### src/rtl/slcb_pkg.sv
package slcb_pkg;

    typedef struct packed {
        logic conflict;
        logic overflow;
        logic violate;
    } slcb_flags_t;

    localparam int unsigned SLCB_BYTE_BITS = 2;

endpackage

### src/rtl/slcb_match.sv
module slcb_match #(
    parameter int unsigned N    = 8,
    parameter int unsigned WA_W = 30
) (
    input  logic [N-1:0]           vld_i,
    input  logic [N-1:0][WA_W-1:0] waddr_i,
    input  logic [WA_W-1:0]        probe_i,
    output logic [N-1:0]           hit_o
);

    for (genvar g = 0; g < N; g++) begin : g_cmp
        assign hit_o[g] = vld_i[g] && (waddr_i[g] == probe_i);
    end

endmodule

### src/rtl/slcb_alloc.sv
module slcb_alloc #(
    parameter int unsigned N = 8
) (
    input  logic [N-1:0] vld_i,
    output logic [N-1:0] grant_o,
    output logic         free_o
);

    logic [N:0] taken;

    assign taken[0] = 1'b0;

    for (genvar g = 0; g < N; g++) begin : g_pick
        assign grant_o[g]  = !vld_i[g] && !taken[g];
        assign taken[g+1]  = taken[g] || !vld_i[g];
    end

    assign free_o = taken[N];

endmodule

### src/rtl/slcb_buffer.sv
module slcb_buffer
    import slcb_pkg::*;
#(
    parameter int unsigned ENTRIES = 8,
    parameter int unsigned ADDR_W  = 32,
    parameter int unsigned CNT_W   = 3
) (
    input  logic              clk,
    input  logic              rst_n,
    input  logic              restart_i,
    input  logic              mark_vld_i,
    input  logic [ADDR_W-1:0] mark_addr_i,
    input  logic              unmark_vld_i,
    input  logic [ADDR_W-1:0] unmark_addr_i,
    input  logic              store_vld_i,
    input  logic [ADDR_W-1:0] store_addr_i,
    input  logic              exc_i,
    output logic              conflict_o,
    output logic              overflow_o,
    output logic              violate_o
);

    localparam int unsigned WA_W = ADDR_W - SLCB_BYTE_BITS;
    localparam logic [CNT_W-1:0] CNT_MAX = {CNT_W{1'b1}};
    localparam logic [CNT_W-1:0] CNT_ONE = CNT_W'(1);

    typedef struct packed {
        logic [ENTRIES-1:0]            vld;
        logic [ENTRIES-1:0][WA_W-1:0]  waddr;
        logic [ENTRIES-1:0][CNT_W-1:0] cnt;
        slcb_flags_t                   flags;
    } state_t;

    state_t st_d, st_q;

    logic [WA_W-1:0]    mk_wa, um_wa, sw_wa;
    logic [ENTRIES-1:0] mk_hit, um_hit, sw_hit;
    logic [ENTRIES-1:0] grant;
    logic               free_any;
    logic               set_c, set_o;

    assign mk_wa = mark_addr_i[ADDR_W-1:SLCB_BYTE_BITS];
    assign um_wa = unmark_addr_i[ADDR_W-1:SLCB_BYTE_BITS];
    assign sw_wa = store_addr_i[ADDR_W-1:SLCB_BYTE_BITS];

    slcb_match #(.N(ENTRIES), .WA_W(WA_W)) u_mk_match (
        .vld_i(st_q.vld), .waddr_i(st_q.waddr), .probe_i(mk_wa), .hit_o(mk_hit)
    );

    slcb_match #(.N(ENTRIES), .WA_W(WA_W)) u_um_match (
        .vld_i(st_q.vld), .waddr_i(st_q.waddr), .probe_i(um_wa), .hit_o(um_hit)
    );

    slcb_match #(.N(ENTRIES), .WA_W(WA_W)) u_sw_match (
        .vld_i(st_q.vld), .waddr_i(st_q.waddr), .probe_i(sw_wa), .hit_o(sw_hit)
    );

    slcb_alloc #(.N(ENTRIES)) u_alloc (
        .vld_i(st_q.vld), .grant_o(grant), .free_o(free_any)
    );

    always_comb begin
        st_d  = st_q;
        set_c = 1'b0;
        set_o = 1'b0;
        st_d.flags.violate = 1'b0;

        // Store check and exception use the pre-cycle records.
        if (store_vld_i && (|sw_hit)) set_c = 1'b1;
        if (exc_i) set_c = 1'b1;

        if (unmark_vld_i) begin
            for (int i = 0; i < ENTRIES; i++) begin
                if (um_hit[i]) begin
                    if (st_q.cnt[i] == CNT_ONE) begin
                        st_d.vld[i] = 1'b0;
                        st_d.cnt[i] = '0;
                    end else begin
                        st_d.cnt[i] = st_q.cnt[i] - CNT_ONE;
                    end
                end
            end
        end

        if (mark_vld_i) begin
            if (|mk_hit) begin
                for (int i = 0; i < ENTRIES; i++) begin
                    if (mk_hit[i]) begin
                        if (st_q.cnt[i] == CNT_MAX) begin
                            set_o = 1'b1;
                        end else begin
                            st_d.vld[i] = 1'b1;
                            st_d.cnt[i] = st_d.cnt[i] + CNT_ONE;
                        end
                    end
                end
            end else if (free_any) begin
                for (int i = 0; i < ENTRIES; i++) begin
                    if (grant[i]) begin
                        st_d.vld[i]   = 1'b1;
                        st_d.waddr[i] = mk_wa;
                        st_d.cnt[i]   = CNT_ONE;
                    end
                end
            end else begin
                set_o = 1'b1;
            end
        end

        if (set_o) set_c = 1'b1;

        st_d.flags.conflict = st_q.flags.conflict | set_c;
        st_d.flags.overflow = st_q.flags.overflow | set_o;
        st_d.flags.violate  = set_c & ~st_q.flags.conflict;

        if (restart_i) st_d = '0;
    end

    always_ff @(posedge clk or negedge rst_n) begin
        if (!rst_n) st_q <= '0;
        else        st_q <= st_d;
    end

    assign conflict_o = st_q.flags.conflict;
    assign overflow_o = st_q.flags.overflow;
    assign violate_o  = st_q.flags.violate;

    // a store hitting a live record raises the conflict one edge later
    a_r2_store_hit: assert property (@(posedge clk) disable iff (!rst_n)
        (store_vld_i && (|sw_hit) && !restart_i) |=> conflict_o);

    // one word is never held by two records
    a_r3_unique_record: assert property (@(posedge clk) disable iff (!rst_n)
        mark_vld_i |-> $onehot0(mk_hit));

    // overflow is always also a conflict
    a_r6_overflow_is_conflict: assert property (@(posedge clk) disable iff (!rst_n)
        overflow_o |-> conflict_o);

    // exception forces the conflict
    a_r7_exception: assert property (@(posedge clk) disable iff (!rst_n)
        (exc_i && !restart_i) |=> conflict_o);

    // sticky until restart
    a_r8_sticky: assert property (@(posedge clk) disable iff (!rst_n)
        (conflict_o && !restart_i) |=> conflict_o);

    // restart wipes records and flags
    a_r8_restart_clears: assert property (@(posedge clk) disable iff (!rst_n)
        restart_i |=> (!conflict_o && !overflow_o && (st_q.vld == '0)));

    // violate lasts a single cycle
    a_r9_violate_pulse: assert property (@(posedge clk) disable iff (!rst_n)
        violate_o |=> !violate_o);

    // a live record never carries a zero count
    for (genvar g = 0; g < ENTRIES; g++) begin : g_cnt_chk
        a_r4_live_count: assert property (@(posedge clk) disable iff (!rst_n)
            st_q.vld[g] |-> (st_q.cnt[g] != '0));
    end

endmodule

### config.mk
export PLATFORM = sky130hd
export DESIGN_NAME = slcb_buffer
export DESIGN_NICKNAME = d
export VERILOG_FILES = /design/src/rtl/slcb_pkg.sv /design/src/rtl/slcb_match.sv /design/src/rtl/slcb_alloc.sv /design/src/rtl/slcb_buffer.sv
export SDC_FILE = /design/constraint.sdc
export NUM_CORES = 1
export LEC_CHECK = 0
export BUFFER_PORTS_ARGS = -buffer_cell sky130_fd_sc_hd__buf_2
export CELL_PAD_IN_SITES_DETAIL_PLACEMENT = 0
export CELL_PAD_IN_SITES_GLOBAL_PLACEMENT = 2
export CORE_AREA = 2 2 236 238
export DETAILED_ROUTE_END_ITERATION = 7
export DIE_AREA = 0 0 238 240
export PLACE_DENSITY = 0.92
export SYNTH_ARGS = -nofsm -noshare
export SYNTH_HDL_FRONTEND = slang
export SYNTH_SLANG_ARGS = --single-unit
### constraint.sdc
create_clock -name clk -period 7.3 [get_ports clk]
set_input_delay 1.46 -clock clk [delete_from_list [all_inputs] [get_ports clk]]
set_output_delay 1.46 -clock clk [all_outputs]
set_load 0.005 [all_outputs]
Yosys cells after proc, flatten, opt, wreduce, memory -nomap -nowiden
Index checks and enable logic that the tools add are counted.
- output and inout port bits: 3
- logic and storage cells: 274
- input bits: 103
- register bits after elaboration: 275
- add/subtract/negate cells: 16
- bitwise logic cells: 4
- mux-type cells: 120
- equality and inequality tests: 42
- reduce and logical (&&, ||, !) cells: 72
- operator list (kind ; number):
    30-bit == test ; 24
    272-bit two-way mux ; 2
    275-bit two-way mux ; 1
    240-bit two-way mux ; 1
    30-bit two-way mux ; 8
    3-bit two-way mux ; 40
    1-bit two-way mux ; 64
    24-bit two-way mux ; 2
    1-bit logical AND ; 32
    4-bit AND reduction ; 8
    3-bit by 1-bit adder with 3-bit output, second input constant ; 8
    3-bit by 1-bit == test with 1-bit output, second input constant ; 8
    3-bit == test, second input constant ; 8
    3-bit by 1-bit subtractor with 3-bit output, second input constant ; 8
    2-bit nonzero test ; 9
    8-bit two-way mux ; 2
    8-bit OR reduction ; 2
    1-bit zero test ; 14
    1-bit logical OR ; 7
    2-bit inequality test, second input constant ; 2
    1-bit bitwise OR ; 2
    1-bit AND ; 1
    1-bit inverter ; 1

Depth between registers and ports, before layout
- depth in word-level cells: 24
- depth in mapped cells: 13
- gate-level depth less buffers: 12

Modules after synthesis
From an unflattened synthesis, not the netlist that was laid out.
- cell total of the unflattened synthesis: 2244
- area, all modules: 20793.7 µm²
- modules (own cells, without submodules) (module ; cells an instance ; area an instance (µm²) ; sequential area each (µm²) ; instances):
    slcb_buffer ; 1181 ; 11745.0 ; 6881.6 ; 1
    slcb_match ; 350 ; 2989.1 ; 0.0 ; 3
    slcb_alloc ; 13 ; 81.3 ; 0.0 ; 1

Least setup slack after synthesis
No wires, ideal clock.
- kind: input to register
- from: input unmark_addr_i[15]
- to: register st_q[4] in the netlist's numbering
- data arrival time: 3.734 ns
- path buffers: 1
- library setup time: 0.120 ns
- required time: 7.180 ns
- slack: 3.446 ns
- stages: 9
- cell sequence: buf_2 -> xnor2_1 -> nand4_1 -> or4_1 -> or3_4 -> mux2_4 -> ha_1 -> mux2_2 -> and3_1
- RTL lines (item ; line ; text):
    start: declaration ; slcb_buffer.sv:14 ; input logic [ADDR_W-1:0] unmark_addr_i,
    end signal: assignment ; slcb_buffer.sv:121 ; else st_q <= st_d;
    end: declaration ; slcb_buffer.sv:34 ; state_t st_d, st_q;

Final worst setup path
- from: input mark_addr_i[30]
- to: register st_q[76] in the netlist's numbering
- longest elaborated chain between the ends: 5
- elaborated cells on any way between the ends: 19
- classes of those cells: eq/ne: 9; reduce/logical: 10
- ends and longest elaborated chain (item ; line ; text):
    start: declaration ; slcb_buffer.sv:12 ; input logic [ADDR_W-1:0] mark_addr_i,
    30-bit == test ; slcb_match.sv:12 ; assign hit_o[g] = vld_i[g] && (waddr_i[g] == probe_i);
    1-bit logical AND ; slcb_match.sv:12 ;
    8-bit OR reduction * ; slcb_buffer.sv:86 ; if (|mk_hit) begin
    2-bit inequality test (no line) * ; -- ;
    4-bit AND reduction (no line) * ; -- ;
Mark *: on every way between the ends. The rest lies on a longest branch, timed or not.
A chain may end at the register's enable or synchronous reset.

==> impl_summary.md <==
Run status
The flow ran to the end, and the final reports show no timing, DRC or antenna violations.

CTS
The maximum buffer depth of the clock tree is 3. The clock latency of the later-clocked register in the worst-skew pair is 0.57 ns. The count of H-tree levels built during CTS is 2.

The tree is rooted in a sky130_fd_sc_hd__clkbuf_16. The clock slew seen by the registers of the worst setup and hold paths is 0.06 ns. Counting every sink on the clock net gives 275. Buffers added to address setup during post-CTS repair amount to 0. TritonCTS built the clock tree.

The post-cts resize count is 0. The TritonCTS buffer count is 36. Buffers inserted to repair hold after CTS numbered 0.

Yosys
Each instance of the synthesized netlist takes up on average 9.324 um2. The number of enable flip-flop cells after synthesis is 0. The cell count after synthesis is ~2300. The total nets after synthesis is between 2000 and 2500. The cell type with the highest aggregate area in the netlist is sky130_fd_sc_hd__dfrtp_1. Summing the sequential cell areas from Yosys gives 31.73% of the chip area. After synthesis, the cell types taking the most area are sky130_fd_sc_hd__dfrtp_1, sky130_fd_sc_hd__xnor2_1, sky130_fd_sc_hd__mux2i_1. The number of unique standard cell types used by synthesis is between 60 and 70. The post-synthesis sequential element count is roughly 280. The netlist area before placement is 21690 um2. The fraction of registers with async set/reset is 100.0%. For this run, the number of Yosys warnings is 0.

Of the post-synthesis cell area, the dominant cell type holds 31.73%. The most used flip-flop cell after synthesis is sky130_fd_sc_hd__dfrtp_1.

Placement
The final weighted congestion in routability-driven placement is 1.002. The count of buffers added on input and output ports is 99. The cell area after placement is 22340 um2. The wire-length estimate of the detail-placed layout is 77080 um.

Floorplan
The initial core utilization is roughly two fifths. The vertical die dimension is between 200 and 250 um. The core region area is 54660 um2.

In this run the horizontal extent of the chip is 238 um. The die covers 57120 um2. The number of top-level pins is 106. The floorplan row count is 86.

Worst setup path
In this run the worst path has a maximum fanout of 30. The kind of capture point of the worst setup path is a flop. Data on the critical path is required at its endpoint by 7.68 ns. The largest single stage delay on the critical path is 0.99 ns. STA classifies the critical path startpoint as an input port. The master of the slowest instance on the critical path is sky130_fd_sc_hd__nor4_1. The critical path in this run is classified as input port to flop. The signal arrival time at the worst endpoint is 5.39 ns. Walking the worst path, the cells encountered are buf_2 > xnor2_1 > nand4_1 > nor4_1 > nand3_1 > nand4_2 > nor2_2 > buf_4 > and3_2 > mux2i_1.

STA
The minimum period implied by the final worst setup slack is between 5 and 6 ns. The number of max-slew violations in the final report is 0. The final-report setup violation count is 0. Setup repair after global routing left no endpoint under its margin.

The worst path uses 68.59% of the clock period. The final hold violation count is 0. The transition time of the tightest slew-check pin is 1.285 ns.

Summed over all failing endpoints, the final setup total negative slack is 0 ns. The worst relative slew slack is 13.56%. Static timing analysis puts the maximum clock frequency at roughly 200 MHz. On the final layout, the worst clock skew is 0.03075 ns.

Power
Net switching is 30.11% of the power. The share of power burned in combinational logic is 16.3%. The static power due to leakage is 0.008903 uW.

Per report_power, the sequential group accounts for 36.9% of the total. Of the total power, the clock network draws 46.8%. The maximum vdd drop is 0.0001555 V.

Dividing total power by cell area gives a power density of around 180 nW/um2. The cell-internal power is between 2000 and 3000 uW. In this run the power spent charging and discharging nets is 1292 uW.

Routing
The vias after detailed routing is 19180. The via density per instance is 6.305. The DRC violation count after routing is 0.

For this block, the initial DRC count from the detailed router was between 2000 and 3000. The total routed wirelength is 109700 um. The number of detailed-routing iterations run before antenna repair is 6.

The count of antenna-violating nets left after detailed routing is 0. Dividing the detail-routed wire length by the instance count gives between 30 and 40 um.

Cells and area
Leaving out fill and tap cells, the most frequent cells in the layout are sky130_fd_sc_hd__xnor2_1, sky130_fd_sc_hd__nand2_1, sky130_fd_sc_hd__dfrtp_1. Compared with the post-synthesis result, the final layout area differs by 9.069%. The net count of the finished layout is 2445. The post-route netlist has a little under a tenth of its cells at a drive strength greater than 1.

The most common cell after layout, fill and taps aside is sky130_fd_sc_hd__xnor2_1. The final design area excluding fillers is 23650 um2.

Global route
Entering global routing, the biggest net connects 129 pins. The via count of the first global-routing pass is 18290. Summed over all layers, the global routing overflow is 0. The initial antenna violation count is 3. The wire length of the first global-routing pass is approximately 150000 um. The total global routing track utilization is 38.36%.

Run
The count of maximum capacitance violations is 0.

Worst hold path
The worst hold-check path type is flop to flop.
==> power groups by stage <==
stage / logic (uW) / clock network (uW) / registers [uW]
5_1_grt: 711 / 2090 / 1580
3_3_place_gp: 663 / 0 / 1610
3_5_place_dp: 664 / 0 / 1610
2_1_floorplan: 402 / 0 / 1590
6_report: 698 / 2010 / 1580
4_1_cts: 668 / 2030 / 1580
==> worst max-delay path: cells and delay by family <==
family	cells	cell delay (ns)
AND/OR/NAND/NOR	6	2.68
buffers and inverters	2	0.74
XOR/XNOR	1	0.19
multiplexers	1	0.25
==> layer usage <==
layer  global-route usage [%]  vias up  wire length, um
li1                         -     7929                -
met1                    54.69     9579            46790
met2                    51.58     1427            42080
met3                    14.75      242            16050
met4                    14.75        4             4802
met5                        0        -               27
==> metrics by stage <==
step | hold slack [ns] | setup slack [ns] | utilization [%] | instances | total power [uW]
5_1_grt | 0.5204 | 2.256 | 43.26 | 3040 | 4384
2_1_floorplan | 0.4573 | 3.446 | - | 2326 | 1993
4_1_cts | 0.4836 | 2.625 | 43.26 | 3039 | 4280
3_5_place_dp | 0.4862 | 2.034 | 40.86 | 2976 | 2272
6_report | 0.4858 | 2.293 | 43.27 | 3042 | 4291
3_3_place_gp | 0.4758 | 2.071 | 40.86 | 2976 | 2271
==> synth_stat cells (32+ instances only) <==
master and n:
sky130_fd_sc_hd__xnor2_1 528, sky130_fd_sc_hd__nand2_1 302, sky130_fd_sc_hd__dfrtp_1 275, sky130_fd_sc_hd__mux2i_1 253, sky130_fd_sc_hd__xor2_1 193, sky130_fd_sc_hd__nand4_1 180, sky130_fd_sc_hd__nor4_1 88, sky130_fd_sc_hd__clkbuf_1 83
sky130_fd_sc_hd__buf_2 50, sky130_fd_sc_hd__inv_1 40, sky130_fd_sc_hd__nor2_1 36, sky130_fd_sc_hd__ha_1 32
==> cells by family after synthesis <==
logic type                 share of synthesized area (%)
xor gates and xnor gates                           29.12
and+or+nand+nor                                    16.40
DFF                                                31.73
muxes                                              12.01
buffers and inverters                              5.129
AOI/OAI and AO/OA                                  3.773
adders and majority gates                          1.846
==> path summary, 6_finish.rpt <==
| check | slack, ns | start | end | depth (start not counted) |
|---|---|---|---|---|
| setup / recovery | 2.29 | mark_addr_i[30] | st_q[76] | 10 |
| hold / removal | 0.49 | conflict_o | violate_o | 1 |
| setup reg to reg | 3.26 | st_q[179] | st_q[76] | 8 |
| hold reg to reg | 0.49 | conflict_o | violate_o | 1 |
| max in group asynchronous | 4.97 | rst_n | st_q[24] | 2 |
| min in group asynchronous | 0.88 | rst_n | st_q[155] | 1 |
==> state kept, by name, indices dropped and copies added, names as in the netlist <==
signal and flops:
violate_o 1, st_q 272, overflow_o 1, conflict_o 1
==> layout make-up <==
class	instances	area (um2)
Timing Repair Buffer	121	683.2
Multi-Input combinational cell	1834	13730
Fill cell	5409	31010
Clock inverter	15	262.8
Inverter	42	165.2
Tap cell	704	880.8
Clock buffer	48	1047
Antenna cell	3	7.507
Sequential cell	275	6882
Power figures use the tool's default switching activity.
